[src/rtl/smd_pkg.sv]
package smd_pkg;
   // Register file layout: keyboard words first, then switch, X, Y
   localparam int KB_WORDS   = 4;
   localparam int IDX_SWITCH = KB_WORDS;
   localparam int IDX_X      = KB_WORDS + 1;
   localparam int IDX_Y      = KB_WORDS + 2;
   localparam int NUM_REGS   = KB_WORDS + 3;

   // Decoded message types (code + 1)
   typedef enum logic [2:0] {
      MT_NONE   = 3'd0,
      MT_KB0    = 3'd1,
      MT_KB1    = 3'd2,
      MT_KB2    = 3'd3,
      MT_KB3    = 3'd4,
      MT_SWITCH = 3'd5,
      MT_MOUSE  = 3'd6,
      MT_IGNORE = 3'd7
   } msg_type_e;
endpackage

[src/rtl/smd_shifter.sv]
module smd_shifter #(
   parameter int TYPE_W = 3,
   parameter int DATA_W = 16,
   parameter int CNT_W  = $clog2(TYPE_W + DATA_W + 1)
) (
   input  logic              clk,
   input  logic              rst_n,
   input  logic              bit_valid,
   input  logic              bit_in,
   output logic              done_vld,
   output logic [TYPE_W-1:0] done_type,
   output logic [DATA_W-1:0] done_payload,
   output logic [CNT_W-1:0]  done_ones
);
   localparam int SH_W = DATA_W + 1;

   logic              in_payload;
   logic [SH_W-1:0]   sh_q;
   logic [SH_W-1:0]   sh_next;
   logic [TYPE_W-1:0] type_q;
   logic [CNT_W-1:0]  ones_q;
   logic [CNT_W-1:0]  ones_next;
   logic              type_full;
   logic              msg_full;

   // Marker bit rides in front of the received bits; its arrival at a
   // fixed position ends the current field.
   assign sh_next   = {sh_q[SH_W-2:0], bit_in};
   assign ones_next = ones_q + CNT_W'(bit_in);
   assign type_full = !in_payload && sh_next[TYPE_W];
   assign msg_full  = in_payload && sh_next[DATA_W];

   always_ff @(posedge clk) begin
      if (!rst_n) begin
         in_payload   <= 1'b0;
         sh_q         <= SH_W'(1);
         type_q       <= '0;
         ones_q       <= '0;
         done_vld     <= 1'b0;
         done_type    <= '0;
         done_payload <= '0;
         done_ones    <= '0;
      end else begin
         done_vld <= 1'b0;
         if (bit_valid) begin
            if (type_full) begin
               type_q     <= sh_next[TYPE_W-1:0] + TYPE_W'(1);
               sh_q       <= SH_W'(1);
               in_payload <= 1'b1;
               ones_q     <= ones_next;
            end else if (msg_full) begin
               done_vld     <= 1'b1;
               done_type    <= type_q;
               done_payload <= sh_next[DATA_W-1:0];
               done_ones    <= ones_next;
               type_q       <= '0;
               ones_q       <= '0;
               sh_q         <= SH_W'(1);
               in_payload   <= 1'b0;
            end else begin
               sh_q   <= sh_next;
               ones_q <= ones_next;
            end
         end
      end
   end
endmodule

[src/rtl/smd_decode.sv]
module smd_decode
   import smd_pkg::*;
#(
   parameter int TYPE_W   = 3,
   parameter int DATA_W   = 16,
   parameter int CNT_W    = 5,
   parameter int MIN_ONES = 8
) (
   input  logic                             done_vld,
   input  logic [TYPE_W-1:0]                done_type,
   input  logic [DATA_W-1:0]                done_payload,
   input  logic [CNT_W-1:0]                 done_ones,
   input  logic [DATA_W-1:0]                cur_x,
   input  logic [DATA_W-1:0]                cur_y,
   output logic [NUM_REGS-1:0]              we,
   output logic [NUM_REGS-1:0][DATA_W-1:0]  wdata
);
   localparam int DELTA_W = DATA_W / 2;

   logic              kb_ok;
   logic [DATA_W-1:0] dx_ext;
   logic [DATA_W-1:0] dy_ext;

   assign kb_ok = done_ones >= CNT_W'(MIN_ONES);

   // Sign extension of each packed delta to full word width
   assign dx_ext = {{(DATA_W-DELTA_W){done_payload[DATA_W-1]}},
                    done_payload[DATA_W-1:DATA_W-DELTA_W]};
   assign dy_ext = {{(DATA_W-DELTA_W){done_payload[DELTA_W-1]}},
                    done_payload[DELTA_W-1:0]};

   for (genvar k = 0; k < KB_WORDS; k++) begin : g_kb
      assign we[k]    = done_vld && kb_ok &&
                        (done_type == TYPE_W'(int'(MT_KB0) + k));
      assign wdata[k] = done_payload;
   end

   assign we[IDX_SWITCH]    = done_vld && (done_type == TYPE_W'(MT_SWITCH));
   assign wdata[IDX_SWITCH] = done_payload;

   assign we[IDX_X]    = done_vld && (done_type == TYPE_W'(MT_MOUSE));
   assign we[IDX_Y]    = we[IDX_X];
   assign wdata[IDX_X] = cur_x + dx_ext;
   assign wdata[IDX_Y] = cur_y + dy_ext;
endmodule

[src/rtl/smd_regfile.sv]
module smd_regfile
   import smd_pkg::*;
#(
   parameter int DATA_W = 16,
   parameter int RD_W   = $clog2(NUM_REGS)
) (
   input  logic                             clk,
   input  logic                             rst_n,
   input  logic [NUM_REGS-1:0]              we,
   input  logic [NUM_REGS-1:0][DATA_W-1:0]  wdata,
   input  logic [RD_W-1:0]                  rd_addr,
   output logic [DATA_W-1:0]                rd_data,
   output logic [NUM_REGS-1:0][DATA_W-1:0]  regs,
   output logic [NUM_REGS-1:0]              wr_pulse
);
   for (genvar i = 0; i < NUM_REGS; i++) begin : g_reg
      // Keyboard words idle high (no key down); others start at zero
      localparam logic [DATA_W-1:0] RST_VAL = (i < KB_WORDS) ? '1 : '0;
      always_ff @(posedge clk) begin
         if (!rst_n) begin
            regs[i]     <= RST_VAL;
            wr_pulse[i] <= 1'b0;
         end else begin
            wr_pulse[i] <= we[i];
            if (we[i]) regs[i] <= wdata[i];
         end
      end
   end

   always_comb begin
      rd_data = '0;
      for (int i = 0; i < NUM_REGS; i++) begin
         if (rd_addr == RD_W'(i)) rd_data = regs[i];
      end
   end
endmodule

[src/rtl/serial_msg_decoder.sv]
module serial_msg_decoder
   import smd_pkg::*;
#(
   parameter int TYPE_W   = 3,
   parameter int DATA_W   = 16,
   parameter int MIN_ONES = 8
) (
   input  logic                clk,
   input  logic                rst_n,
   input  logic                bit_valid,
   input  logic                bit_in,
   input  logic [2:0]          rd_addr,
   output logic [DATA_W-1:0]   rd_data,
   output logic [NUM_REGS-1:0] wr_pulse
);
   localparam int CNT_W = $clog2(TYPE_W + DATA_W + 1);
   localparam int RD_W  = 3;

   initial begin
      if (TYPE_W != 3) $fatal(1, "type field must be 3 bits");
      if (DATA_W < 4 || (DATA_W % 2) != 0) $fatal(1, "payload width must be even, >= 4");
      if (MIN_ONES > TYPE_W + DATA_W) $fatal(1, "threshold exceeds message length");
      if ((1 << RD_W) < NUM_REGS) $fatal(1, "read address too narrow");
   end

   logic                             done_vld;
   logic [TYPE_W-1:0]                done_type;
   logic [DATA_W-1:0]                done_payload;
   logic [CNT_W-1:0]                 done_ones;
   logic [NUM_REGS-1:0]              we;
   logic [NUM_REGS-1:0][DATA_W-1:0]  wdata;
   logic [NUM_REGS-1:0][DATA_W-1:0]  regs;

   smd_shifter #(.TYPE_W(TYPE_W), .DATA_W(DATA_W), .CNT_W(CNT_W)) u_shift (
      .clk          (clk),
      .rst_n        (rst_n),
      .bit_valid    (bit_valid),
      .bit_in       (bit_in),
      .done_vld     (done_vld),
      .done_type    (done_type),
      .done_payload (done_payload),
      .done_ones    (done_ones)
   );

   smd_decode #(.TYPE_W(TYPE_W), .DATA_W(DATA_W), .CNT_W(CNT_W),
                .MIN_ONES(MIN_ONES)) u_dec (
      .done_vld     (done_vld),
      .done_type    (done_type),
      .done_payload (done_payload),
      .done_ones    (done_ones),
      .cur_x        (regs[IDX_X]),
      .cur_y        (regs[IDX_Y]),
      .we           (we),
      .wdata        (wdata)
   );

   smd_regfile #(.DATA_W(DATA_W), .RD_W(RD_W)) u_rf (
      .clk      (clk),
      .rst_n    (rst_n),
      .we       (we),
      .wdata    (wdata),
      .rd_addr  (rd_addr),
      .rd_data  (rd_data),
      .regs     (regs),
      .wr_pulse (wr_pulse)
   );
endmodule

[config.mk]
export PLATFORM = sky130hd
export DESIGN_NAME = serial_msg_decoder
export DESIGN_NICKNAME = d
export VERILOG_FILES = /design/src/rtl/smd_pkg.sv /design/src/rtl/smd_shifter.sv /design/src/rtl/smd_decode.sv /design/src/rtl/smd_regfile.sv /design/src/rtl/serial_msg_decoder.sv
export SDC_FILE = /design/constraint.sdc
export NUM_CORES = 1
export LEC_CHECK = 0
export BUFFER_PORTS_ARGS = -buffer_cell sky130_fd_sc_hd__buf_2
export CELL_PAD_IN_SITES_DETAIL_PLACEMENT = 0
export CELL_PAD_IN_SITES_GLOBAL_PLACEMENT = 1
export CORE_MARGIN = 4
export CORE_UTILIZATION = 53
export CTS_BUF_LIST = sky130_fd_sc_hd__clkbuf_2
export DETAILED_ROUTE_END_ITERATION = 8
export PLACE_DENSITY = 0.86
export SETUP_SLACK_MARGIN = 0.2
export SKIP_CTS_REPAIR_TIMING = 1
export SYNTH_ARGS = -nofsm -noshare
export SYNTH_HDL_FRONTEND = slang
export SYNTH_SLANG_ARGS = --single-unit
[constraint.sdc]
create_clock -name clk -period 4.1 [get_ports clk]
set_clock_uncertainty 0.15 [all_clocks]
set_input_delay 0.82 -clock clk [delete_from_list [all_inputs] [get_ports clk]]
set_output_delay 0.82 -clock clk [all_outputs]
set_load 0.03 [all_outputs]
# == After elaboration in Yosys (flattened, before gate mapping) ==
# Cells that the tools add are included.
# Widths: inputs -> output; s select.
# classes
n_addsub,4
magnitude_cmp,1
eq_ne,12
muxes,16
bitwise_logic,3
reduce_logical,15
# op_table
op,n
$mux 16,9
$add 16x16->16,2
$eq 3x3->1 const B,6
$eq 3x2->1 const B,4
$mux 5,2
$logic_and 1x1->1,9
$eq 3x1->1 const B,2
$mux 3,2
$add 5x1->5,1
$ge 5x4->1 const B,1
$add 3x1->3 const B,1
$logic_not 3->1,1
$mux 1,3
$not 1->1,3
$reduce_and 3->1,1
$reduce_or 3->1,1
$reduce_and 2->1,1
$reduce_bool 2->1,1
$logic_not 1->1,1
# totals
regBits,168
inputBits,7
output_inout_bits,23
elab_cells,72

# == Logic depth before layout (Yosys ltp) ==
# logic_depth
word_depth,8
mapped_depth,9
mapped_depth_nobuf,8

# == By module ==
# From an unflattened synthesis, not the netlist that was laid out.
# unflattened
cells_unflattened,1030
hier_area_um2,9439.1
# modules_own_cells
mod,n_inst,cells_each,area_per_inst_um2,seq_area_each_um2
smd_regfile,1,541,5322.6,2382.3
smd_shifter,1,227,2160.8,1001.0
smd_decode,1,262,1955.6,0.0

# == Worst setup path before layout ==
# No wires, ideal clock.
# synth_path
path_type,input port to output port
from,input port rd_addr[1]
to,output port rd_data[9]
t_arrival_ps,2374
required_time_ps,3130
slack_ps,756
cell_stages,9
n_path_buf,3
cell_sequence,buf_2 nor2b_1 buf_2 buf_2 a22o_1 nand2_1 o21ai_1 o21ai_0 a21oi_1
# synth_between
elab_chain_len,8
elab_cells_between_ends,14
classes_between,eq/ne: 6; mux: 7; reduce/logical: 1
# synth_lines
element,line,text
"start, declared",serial_msg_decoder.sv:12,"input logic [2:0] rd_addr,"
$logic_not 3->1,smd_regfile.sv:33,if (rd_addr == RD_W'(i)) rd_data = regs[i];
$mux 16 (6 in series),smd_regfile.sv:33,
$mux 16 (*),smd_regfile.sv:33,
"end, declared",serial_msg_decoder.sv:13,"output logic [DATA_W-1:0] rd_data,"
# Mark *: on every way between the ends. The rest lies on a longest branch, timed or not.

# == Worst setup path in the final report ==
# layout_path
from,input port rd_addr[2]
to,output port rd_data[1]
# The elaborated chain is that of the path after synthesis.

==> flow_summary_export.csv <==
group,metric,value,unit
outcome,result_of_the_run,"finished clean",
critical_path,timing.critical_path.to_type,"output pin",
route,drt_wl_total,22200,um
sta,hold_slack,175,ps
floorplan,die_width,132,um
cells_and_area,post-route-util,58.0,%
cells_and_area,finish.net_count,1029,
clock_network,cts_buffers,17,
critical_path,cp_top_family,"compound AO/OA/AOI/OAI gates",
sta,setup_viol,0,
global_route,grt_pass1_vias,6858,
route,drtAntennaViolNets,0,
placed_design,gp_congestion,0.899,
critical_path,reg2reg_launch_point,"u_shift.done_payload[15]",
clock_network,cts.htree.levels,4,
sta,hold_viol,0,
yosys,seq_area_frac_synth,40.7,%
route,routed_vias,7211,
critical_path,path_class,"in -> out",
yosys,yosys_warnings,0,
sta,maxClockFrequency,284,MHz
yosys,synth-async-reset-ratio,0,%
yosys,syn_area,8120,um^2
floorplan,rows,44,
placed_design,post_dp_area,8330,um^2
critical_path,reg2regPathDepth,7,
cells_and_area,layout.cells.most_common,"nand2_1",
sta,max_slew_margin,26.5,%
cells_and_area,stdcell_area,8560,um^2
pwr,power_frac_seq,61.1,%
critical_path,cp_cell_sequence,"buf_2 > nor2b_1 > a22o_1 > nand2_1 > o21ai_1 > o21ai_0 > a21oi_1 > buf_2",
route,drtPass1Iterations,5,
critical_path,critical_path_arrival,2560,ps
cells_and_area,most-common-layout-cells,"nand2_1 (224), dfxtp_1 (165), nand3_1 (91)",
pwr,sw_frac_of_total,28.0,%
sta,grt_setup_unrepaired,"false",
pwr,p_int,1.90,mW
global_route,number_of_antenna_violations_at_the_first_check_in_global_routing,1,
yosys,syn_nets,1034,
global_route,grt_max_degree,89,
sta,finalWorstPathRequiredPeriod,3530,ps
pwr,static-leakage-power,3.66,nW
global_route,globalRoute.totalOverflow,0,
yosys,post_synth_inst_count,992,
floorplan,core_region_area,14800,um^2
clock_network,clk_transition_reported_paths,240,ps
critical_path,crit_fanout,9,
pwr,peakVddDrop,189,uV
placed_design,place.detailed.hpwl,15400,um
clock_network,tritoncts_clock_tree,"yes",
route,detailedRoute.firstIterationViolations,672,
critical_path,worstSetupPathDepth,8,
yosys,yosys_most_used_dff,"dfxtp_1",
flow_run,maxCapViolCount,0,
clock_network,insertion_delay,730,ps
critical_path,critical_path.endpoint,"rd_data[1]",
route,drc,0,
hold_path,worst_hold_path_startpoint,"bit_in",
yosys,synth.ff_latch_count,165,
critical_path,startpoint_type,"input pin",
critical_path,critical_path.startpoint,"rd_addr[2]",
placed_design,place_ws,619,ps
pwr,clockPowerShare,31.5,%
sta,finalSetupTns,0,ps
clock_network,cts_root_buffer,"clkbuf_2",
floorplan,initial_core_util,55.0,%
critical_path,cp_slowest_cell,"nor2b_1",
sta,post_route_clock_period_utilization,86.0,%
route,drt-wirelength-per-cell,18.7,um
critical_path,crit_path_max_incr_delay,530,ps
route,route.detailed.vias_per_inst,6.06,
pwr,fraction_of_power_consumed_by_combinational_cells,7.4,%
critical_path,ff2ff_setup_slack,1270,ps
pwr,total_switching_power,0.740,mW
clock_network,clock_sink_count,165,
hold_path,hold_path_class,"in -> reg",
floorplan,fp.dieArea,17400,um^2
floorplan,chipHeight,132,um
global_route,grt_first_pass_wirelength,36300,um
critical_path,most_repeated_library_cell_on_the_critical_path,"buf_2",
sta,final_critical_path_setup_slack,573,ps
placed_design,port_buffers,29,
cells_and_area,layout-drive-gt1-share,10.2,%
critical_path,critPathBufInv,2,
yosys,post_synth_num_cell_types,61,
pwr,pwr_density_cell,309,nW/um^2
critical_path,worstReg2RegEnd,"u_rf.regs[92]",
clock_network,clockBufferDepth,2,
cells_and_area,area_delta_synth_final,5.42,%
floorplan,boundaryPins,30,
yosys,synth_edf_count,0,
sta,worst-slew-pin-transition,1100,ps
critical_path,critical_path_required,3130,ps
global_route,total_routing_resource_utilization_after_global_routing,25.8,%
sta,final-max-slew-violation-count,0,
yosys,syn-mean-instance-area,8.18,um^2
[flip-flops by register name, indices dropped and copies added, names as in the netlist]
register and cells:
u_rf.regs 112, u_shift.done_payload 16, u_shift.sh_q 16, u_rf.wr_pulse 6, u_shift.ones_q 5, u_shift.done_type 3
u_shift.type_q 3, u_shift.done_ones 2, u_shift.done_vld 1, u_shift.in_payload 1
[stage by stage]
| step | instances | total power, mW |
|---|---|---|
| global placement | 1152 | 1.84 |
| finish | 1189 | 2.64 |
| detailed placement | 1152 | 1.84 |
| floorplan | 992 | 1.79 |
| CTS | 1184 | 2.66 |
| global route | 1189 | 2.76 |
[worst register-to-register path, cell delays in order, from the launching register on]
cell and delay, ps:
dfxtp_1 890, ha_1 430, a21oi_1 270, o21bai_1 100, a32o_2 260, or4_1 470, nand3_1 90, a21oi_1 70
[worst min path at each step]
stage	depth (start not counted)	to
2_1_floorplan	2	u_shift.done_ones[4]
3_3_place_gp	2	u_shift.done_ones[3]
3_5_place_dp	2	u_shift.type_q[2]
4_1_cts	2	u_shift.type_q[0]
5_1_grt	2	u_shift.type_q[0]
6_report	2	u_shift.type_q[0]
[routing by layer]
layer / vias up / part of all wire, % / track usage, % / wire length, um
met5: - / 0 / 0 / 0
li1: 3483 / - / - / -
met1: 3482 / 44 / 33.4 / 9810
met3: 50 / 5.3 / 5.73 / 1190
met4: 0 / 4.1 / 11.4 / 911
met2: 196 / 46 / 41.6 / 10300
[power by group through the flow]
stage          combinational [mW]  clock [mW]  sequential, mW
2_1_floorplan               0.142           0            1.64
3_3_place_gp                0.192           0            1.65
3_5_place_dp                0.195           0            1.65
4_1_cts                     0.195       0.849            1.62
5_1_grt                     0.213       0.925            1.62
6_report                    0.195       0.832            1.62
[Yosys cell counts, drive strengths merged, types with 3 or more instances]
library cell	number	share of area [%]
o31ai	4	0.37
clkbuf	42	1.9
o21bai	5	0.46
mux4	8	2.2
nor2	42	1.9
nand4	6	0.46
nor3	6	0.43
a21o	7	0.65
nand4b	5	0.54
mux2	9	1.2
dfxtp	165	41
a211oi	11	1.1
xnor2	18	1.9
or3	4	0.31
o211ai	3	0.28
nand3	91	5.6
o21a	5	0.46
nor4	3	0.31
nand2	224	10
and2	4	0.31
ha	33	5.1
o21ai	57	3.5
nor2b	22	1.7
mux2i	24	3.0
a21oi	76	4.7
a31oi	5	0.39
o22ai	3	0.23
a22o	26	2.8
buf	24	1.4
and3	7	0.54
nand2b	10	0.77
inv	14	0.65
nor3b	3	0.40
[kinds of logic after synthesis]
logic type,after synthesis,synth area share [%]
flops,165,40.7
fa+ha+maj,35,5.58
simple gates,436,24.7
buf+inv,80,3.98
mux,41,6.43
xor+xnor,18,1.94
compound gates,217,16.6
[cell type report]
| class | instances | area (um^2) |
|---|---|---|
| inverters | 14 | 52.6 |
| well taps | 184 | 230 |
| clock inverters | 13 | 124 |
| flip-flops and latches | 165 | 3300 |
| diodes | 5 | 12.5 |
| multi-input cells | 747 | 4500 |
| repair buffers | 42 | 243 |
| clock buffers | 19 | 95.1 |
| fillers | 1387 | 6190 |
Power figures use the tool's default switching activity.
